[src/rtl/hbc_pkg.sv]
package hbc_pkg;
    typedef enum logic [1:0] {
        ST_OFF,
        ST_IDLE,
        ST_REQ_WAIT,
        ST_DATA_RDY
    } hbc_state_e;
endpackage

[src/rtl/hbc_sync.sv]
// Multi-stage synchronizer for a bundle of asynchronous inputs.
module hbc_sync #(
    parameter int          W       = 1,
    parameter int          STAGES  = 2,
    parameter logic [W-1:0] RST_VAL = '0
) (
    input  logic         clk,
    input  logic         rst_n,
    input  logic [W-1:0] d,
    output logic [W-1:0] q
);
    logic [STAGES-1:0][W-1:0] chain;

    always_ff @(posedge clk or negedge rst_n) begin
        if (!rst_n) chain <= {STAGES{RST_VAL}};
        else        chain <= {chain[STAGES-2:0], d};
    end

    assign q = chain[STAGES-1];
endmodule

[src/rtl/hbc_decode.sv]
// Turns synchronized strobes into access-complete pulses and captured fields.
module hbc_decode #(
    parameter int DW  = 16,
    parameter int NCS = 2
) (
    input  logic           clk,
    input  logic           rst_n,
    input  logic           mode_i80,
    input  logic [NCS-1:0] cs_n_s,
    input  logic           sa_s,
    input  logic           sb_s,
    input  logic           ad_s,
    input  logic [DW-1:0]  din_s,
    output logic           wr_done,
    output logic           rd_done,
    output logic [DW-1:0]  cap_data,
    output logic           cap_ad,
    output logic [NCS-1:0] cap_sel
);
    logic cs_any, wr_act, rd_act, wr_q, rd_q;
    logic [NCS-1:0] cs_q;

    always_comb begin
        cs_any = |(~cs_n_s);
        if (mode_i80) begin
            wr_act = cs_any & ~sb_s;
            rd_act = cs_any & ~sa_s;
        end else begin
            wr_act = cs_any & sa_s & ~sb_s;
            rd_act = cs_any & sa_s & sb_s;
        end
    end

    always_ff @(posedge clk or negedge rst_n) begin
        if (!rst_n) begin
            wr_q     <= 1'b0;
            rd_q     <= 1'b0;
            cs_q     <= '1;
            cap_data <= '0;
            cap_ad   <= 1'b0;
        end else begin
            wr_q     <= wr_act;
            rd_q     <= rd_act;
            cs_q     <= cs_n_s;
            cap_data <= din_s;
            cap_ad   <= ad_s;
        end
    end

    // An access ends on whichever of its qualifying inputs drops first.
    assign wr_done = wr_q & ~wr_act;
    assign rd_done = rd_q & ~rd_act;
    assign cap_sel = ~cs_q;
endmodule

[src/rtl/hostbus_capture.sv]
module hostbus_capture #(
    parameter int DW          = 16,
    parameter int NCS         = 2,
    parameter int SYNC_STAGES = 2
) (
    input  logic           clk,
    input  logic           rst_n,
    input  logic           mode_i80,
    input  logic           awake,
    input  logic [NCS-1:0] cs_n,
    input  logic           strobe_a,
    input  logic           strobe_b,
    input  logic           ad_flag,
    input  logic [DW-1:0]  bus_din,
    output logic [DW-1:0]  bus_dout,
    output logic           bus_doe,
    input  logic           rdat_valid,
    input  logic [DW-1:0]  rdat,
    output logic           txn_valid,
    input  logic           txn_ready,
    output logic [DW-1:0]  txn_data,
    output logic           txn_ad,
    output logic           txn_rd,
    output logic [NCS-1:0] txn_sel,
    output logic           txn_ovf,
    output logic           irq
);
    import hbc_pkg::*;

    localparam int SW = DW + NCS + 4;
    localparam logic [SW-1:0] SYNC_RST = {1'b0, {NCS{1'b1}}, 3'b000, {DW{1'b0}}};

    logic [SW-1:0]  raw_bus, syn_bus;
    logic           awake_s, sa_s, sb_s, ad_s;
    logic [NCS-1:0] cs_s;
    logic [DW-1:0]  din_s;
    logic           wr_done, rd_done, cap_ad, issue;
    logic [DW-1:0]  cap_data, rd_hold;
    logic [NCS-1:0] cap_sel;
    logic           raw_read;
    hbc_state_e     state, nxt;

    assign raw_bus = {awake, cs_n, strobe_a, strobe_b, ad_flag, bus_din};

    hbc_sync #(.W(SW), .STAGES(SYNC_STAGES), .RST_VAL(SYNC_RST)) u_sync (
        .clk(clk), .rst_n(rst_n), .d(raw_bus), .q(syn_bus)
    );

    assign din_s   = syn_bus[DW-1:0];
    assign ad_s    = syn_bus[DW];
    assign sb_s    = syn_bus[DW+1];
    assign sa_s    = syn_bus[DW+2];
    assign cs_s    = syn_bus[DW+3 +: NCS];
    assign awake_s = syn_bus[SW-1];

    hbc_decode #(.DW(DW), .NCS(NCS)) u_dec (
        .clk(clk), .rst_n(rst_n), .mode_i80(mode_i80), .cs_n_s(cs_s),
        .sa_s(sa_s), .sb_s(sb_s), .ad_s(ad_s), .din_s(din_s),
        .wr_done(wr_done), .rd_done(rd_done), .cap_data(cap_data),
        .cap_ad(cap_ad), .cap_sel(cap_sel)
    );

    // State register
    always_ff @(posedge clk or negedge rst_n) begin
        if (!rst_n) state <= ST_OFF;
        else        state <= nxt;
    end

    // Next-state logic
    always_comb begin
        nxt = state;
        if (!awake_s) begin
            nxt = ST_OFF;
        end else begin
            unique case (state)
                ST_OFF:      nxt = ST_IDLE;
                ST_IDLE:     if (rd_done)    nxt = ST_REQ_WAIT;
                ST_REQ_WAIT: if (rdat_valid) nxt = ST_DATA_RDY;
                ST_DATA_RDY: if (rd_done)    nxt = ST_IDLE;
            endcase
        end
    end

    assign issue = awake_s && (state != ST_OFF) &&
                   (wr_done || (rd_done && state == ST_IDLE));

    // One-deep transaction holding register with overflow flag
    always_ff @(posedge clk or negedge rst_n) begin
        if (!rst_n) begin
            txn_valid <= 1'b0;
            txn_data  <= '0;
            txn_ad    <= 1'b0;
            txn_rd    <= 1'b0;
            txn_sel   <= '0;
            txn_ovf   <= 1'b0;
        end else if (state == ST_OFF) begin
            txn_valid <= 1'b0;
        end else begin
            if (issue && (!txn_valid || txn_ready)) begin
                txn_valid <= 1'b1;
                txn_rd    <= ~wr_done;
                txn_data  <= wr_done ? cap_data : '0;
                txn_ad    <= cap_ad;
                txn_sel   <= cap_sel;
            end else if (txn_valid && txn_ready) begin
                txn_valid <= 1'b0;
            end
            if (issue && txn_valid && !txn_ready) txn_ovf <= 1'b1;
        end
    end

    // Returned read word
    always_ff @(posedge clk or negedge rst_n) begin
        if (!rst_n)                                   rd_hold <= '0;
        else if (state == ST_REQ_WAIT && rdat_valid) rd_hold <= rdat;
    end

    // Outputs
    always_comb begin
        raw_read = mode_i80 ? ~strobe_a : (strobe_a & strobe_b);
        irq      = (state == ST_DATA_RDY);
        bus_dout = rd_hold;
        bus_doe  = irq && (|(~cs_n)) && raw_read;
    end

    p_hold_r11: assert property (@(posedge clk) disable iff (!rst_n)
        txn_valid && !txn_ready && state != ST_OFF |=> txn_valid && $stable(txn_data));

    p_no_overflow_clear_r11: assert property (@(posedge clk) disable iff (!rst_n)
        txn_ovf |=> txn_ovf);

    p_off_quiet_r10: assert property (@(posedge clk) disable iff (!rst_n)
        state == ST_OFF |=> !txn_valid);

    p_req_zero_r7: assert property (@(posedge clk) disable iff (!rst_n)
        txn_valid && txn_rd |-> txn_data == '0);

    p_irq_set_r8: assert property (@(posedge clk) disable iff (!rst_n)
        state == ST_REQ_WAIT && rdat_valid && awake_s |=> irq && bus_dout == $past(rdat));
endmodule

[config.mk]
export PLATFORM = sky130hd
export DESIGN_NAME = hostbus_capture
export DESIGN_NICKNAME = d
export VERILOG_FILES = /design/src/rtl/hbc_pkg.sv /design/src/rtl/hbc_sync.sv /design/src/rtl/hbc_decode.sv /design/src/rtl/hostbus_capture.sv
export SDC_FILE = /design/constraint.sdc
export NUM_CORES = 1
export LEC_CHECK = 0
export CAP_MARGIN = 40
export CORE_MARGIN = 2
export CORE_UTILIZATION = 39
export CTS_CLUSTER_SIZE = 40
export DETAILED_ROUTE_END_ITERATION = 6
export GPL_ROUTABILITY_DRIVEN = 0
export PLACE_DENSITY_LB_ADDON = 0.2
export SLEW_MARGIN = 30
export SYNTH_ARGS = -nofsm -noshare
export SYNTH_HDL_FRONTEND = slang
export SYNTH_SLANG_ARGS = --single-unit
[constraint.sdc]
create_clock -name clk -period 2.2 [get_ports clk]
set_clock_uncertainty 0.05 [all_clocks]
set_input_delay 0.44 -clock clk [delete_from_list [all_inputs] [get_ports clk]]
set_output_delay 0.44 -clock clk [all_outputs]
set_load 0.05 [all_outputs]
==> impl_metrics.toml, run 1 <==
[worst_setup_path]
r2r_cells = 7
cp.arrival_ns = 1.57
crit_path_end_kind = "primary output"
reg2reg_slack_ns = 0.41
cp_max_fo = 4
worstPathRequired_ns = 1.71
cp-startpoint = "mode_i80"
worstSetupPathType = "in -> out"
crit-reg2reg-launch = "state[0]$_DFFE_PN0P_"
cp-start-kind = "primary input"
timing.rr.end = "txn_ad$_DFFE_PN0P_"

[place]
numPortBuffers = 82
dp_hpwl_mm = 3.99
dpl_cell_area_sq_um = 4420

[clock_network]
cts_sinks = 105
cts_tree = "done"
h-tree-depth = 3
cts_buffers = 9
clk_latency_ns = 0.36
clk_path_buf_depth = 2
cts_root_buf = "clkbuf_8"
clk_transition_reported_paths_ns = 0.10

[hold_path]
hold_path.class = "reg -> reg"
hold_depth = 0
min_to = "u_sync.q[18]$_DFF_PN0_"
min_from = "u_sync.chain[18]$_DFF_PN0_"

[pwr]
switching_share_pct = 40.7
intPower_uw = 3750
p_clk_share_pct = 17.5
combinationalPowerShare_pct = 42.0
p_switching_uw = 2570
p_leak_uw = 0.00206
seqPwrFrac_pct = 40.5
vdd_drop_max_uv = 758
power.density_nw_per_um2 = 1370

[logic_synthesis]
synth_area_leaders = "dfrtp_1, mux2_2, dfstp_2"
yosysSeqAreaShare_pct = 77.6
synthAdderAreaFrac_pct = 1.84
synth_top_family_by_area = "multiplexers"
synth.top_cell.area_share_pct = 73.0
syn_inst = 218
ys.flop_type = "dfrtp_1"
syn-num-nets = 266
synthArstFlopShare_pct = 100
synth-xor-area-share_pct = 0
synth_edf_count = 0
syn_avg_cell_area_sq_um = 15.6
synth_simple_gate_area_share_pct = 4.68
netlist_area_sq_um = 3390
muxShareOfSynthArea_pct = 7.67
synth_compound_area_share_pct = 4.98
synth_top_cell_by_area = "dfrtp_1"
yosysUniqueCellTypes = 27
synth-seq-cells = 105
synth-warning-count = 0

[grt]
grt_start_max_net_pins = 48
grt_pass1_wl_mm = 9.67
grt_pass1_vias = 1997
antenna_found_initial = 0
overflow = 0
track_usage_pct = 13.1

[drt]
via_count = 1909
antenna_left = 0
drt_iter0_drc = 79
vias_per_cell = 4.45
first_pass_iters = 4
finalWirelength_mm = 5.79
wire_per_inst_um = 13.5
route.detailed.drc = 0

[timing]
tightest_slew_ns = 0.608
finalHoldViolCount = 0
setup_tns_ns = 0
setup_viol = 0
whs_ns = 0.300
finalCritPeriodShare_pct = 93.8
drv_slew = 0
grt_setup_unrepaired = "false"
max_freq_mhz = 485
timing.final.crit_period_ns = 2.06
maxSlewHeadroom_pct = 59.5

[cells_and_area]
layout_commonest_cell = "dfrtp_1"
area_growth_pct = 35.9
final_cell_area_sq_um = 4610
final_net_count = 364
layout-drive-gt1-share_pct = 17.4
antennaDiodeCount = 0
mostFrequentLayoutCells = "dfrtp_1, clkdlybuf4s50_1, inv_1"

[floorplanning]
initial_utilization_pct = 39.5
num_rows = 34
dieArea_sq_um = 9470
coreArea_sq_um = 8590
ios = 83
fp.dieW_um = 97.3
die_height_um = 97.3

[run]
cap_viol_max_count = 0

[run_status]
outcome = "finished, final reports clean"
-- Yosys cell counts, types with 2 or more instances --
master and number:
inv_1 21, nand2_1 6, mux2_2 16, dfstp_2 6, o21ai_1 3, nor2b_1 2
o21ai_0 15, nor2_1 2, nand3_1 16, mux2_4 2, ha_1 5, dfrtp_1 99
a21o_1 2, nand2b_1 2, mux2i_1 5, a21oi_1 3, buf_2 3
-- power by group through the flow --
stage	Sequential (uW)	Clock [uW]	Combinational (uW)
after floorplan	3750	0	549
after global placement	2590	0	2650
after detailed placement	2610	0	2680
after CTS	2570	1170	2680
after global routing	2620	1250	2800
final	2560	1100	2650
-- layout make-up --
| cell class | instances | area (sq um) |
|---|---|---|
| clock buffer | 9 | 124 |
| clock inverter | 7 | 62.6 |
| fill | 741 | 3980 |
| inverter | 21 | 78.8 |
| multi-input combinational | 87 | 651 |
| sequential | 105 | 2640 |
| tap | 108 | 135 |
| timing repair buffer | 92 | 928 |
-- critical path, stage by stage --
cell and delay [ns]:
clkdlybuf4s50_1 0.57, mux2i_1 0.20, and3_1 0.22, buf_12 0.15
-- repair_timing --
| action | CTS | global route |
|---|---|---|
| endpoints found under the setup margin | 0 | 0 |
| hold buffers | 1 | 0 |
| hold endpoints to repair | 13 | 0 |
| gates resized for setup | 0 | 0 |
| buffers inserted | 0 | 0 |
-- cell families after synthesis --
| family | count (synthesis) |
|---|---|
| flops | 105 |
| simple gates | 31 |
| compound gates | 28 |
| buf+inv | 26 |
| mux | 23 |
| fa+ha+maj | 5 |
-- worst max path at each step --
stage | endpoint | cells after the start
detailed placement | txn_data[5]$_DFFE_PN0P_ | 5
global placement | txn_rd$_DFFE_PN0P_ | 6
finish | bus_doe | 4
floorplan | bus_doe | 2
global route | txn_rd | 1
CTS | txn_rd | 1
-- layer usage --
layer | global-route usage (%) | up-vias | routed length, um | share of wire [%]
met5 | 0 | - | 0 | 0
met4 | 5.45 | 0 | 82 | 1.4
met3 | 4.89 | 5 | 389 | 6.7
met2 | 19.4 | 51 | 2710 | 47
met1 | 17.6 | 949 | 2610 | 45
li1 | - | 904 | - | -
-- stage by stage --
stage / util, % / std cells / worst slack, ns / total power [uW]
finish: 53.7 / 429 / 0.136 / 6320
global route: 53.7 / 429 / 0.0890 / 6670
CTS: 53.7 / 429 / 0.110 / 6420
detailed placement: 51.4 / 412 / 0.0265 / 5290
global placement: 51.4 / 412 / 0.0756 / 5240
floorplan: - / 218 / 0.281 / 4300
-- sequential cells by signal, summed over array words and instances, names as in the netlist, 2 cells and up --
| signal | count |
|---|---|
| u_sync.q | 22 |
| txn_sel | 2 |
| u_sync.chain | 22 |
| txn_data | 16 |
| u_dec.cs_q | 2 |
| bus_dout | 16 |
| state | 2 |
| u_dec.cap_data | 16 |
Power figures use the tool's default switching activity.
==> run 2, diff against run 1 <==
--- a/config.mk
+++ b/config.mk
@@ -16,3 +16,4 @@
 export SYNTH_ARGS = -nofsm -noshare
 export SYNTH_HDL_FRONTEND = slang
 export SYNTH_SLANG_ARGS = --single-unit
+export TNS_END_PERCENT = 100
==> results of run 2 <==
No change in the layout: final DEF, timing and power equal those of run 1.
==> run 3, diff against run 2 <==
--- a/config.mk
+++ b/config.mk
@@ -5,13 +5,14 @@
 export SDC_FILE = /design/constraint.sdc
 export NUM_CORES = 1
 export LEC_CHECK = 0
-export CAP_MARGIN = 40
 export CORE_MARGIN = 2
 export CORE_UTILIZATION = 39
+export CTS_CLUSTER_DIAMETER = 50
 export CTS_CLUSTER_SIZE = 40
 export DETAILED_ROUTE_END_ITERATION = 6
 export GPL_ROUTABILITY_DRIVEN = 0
 export PLACE_DENSITY_LB_ADDON = 0.2
+export SETUP_SLACK_MARGIN = 0.05
 export SLEW_MARGIN = 30
 export SYNTH_ARGS = -nofsm -noshare
 export SYNTH_HDL_FRONTEND = slang
==> results of run 3 <==
No change in the layout: final DEF, timing and power equal those of run 1.
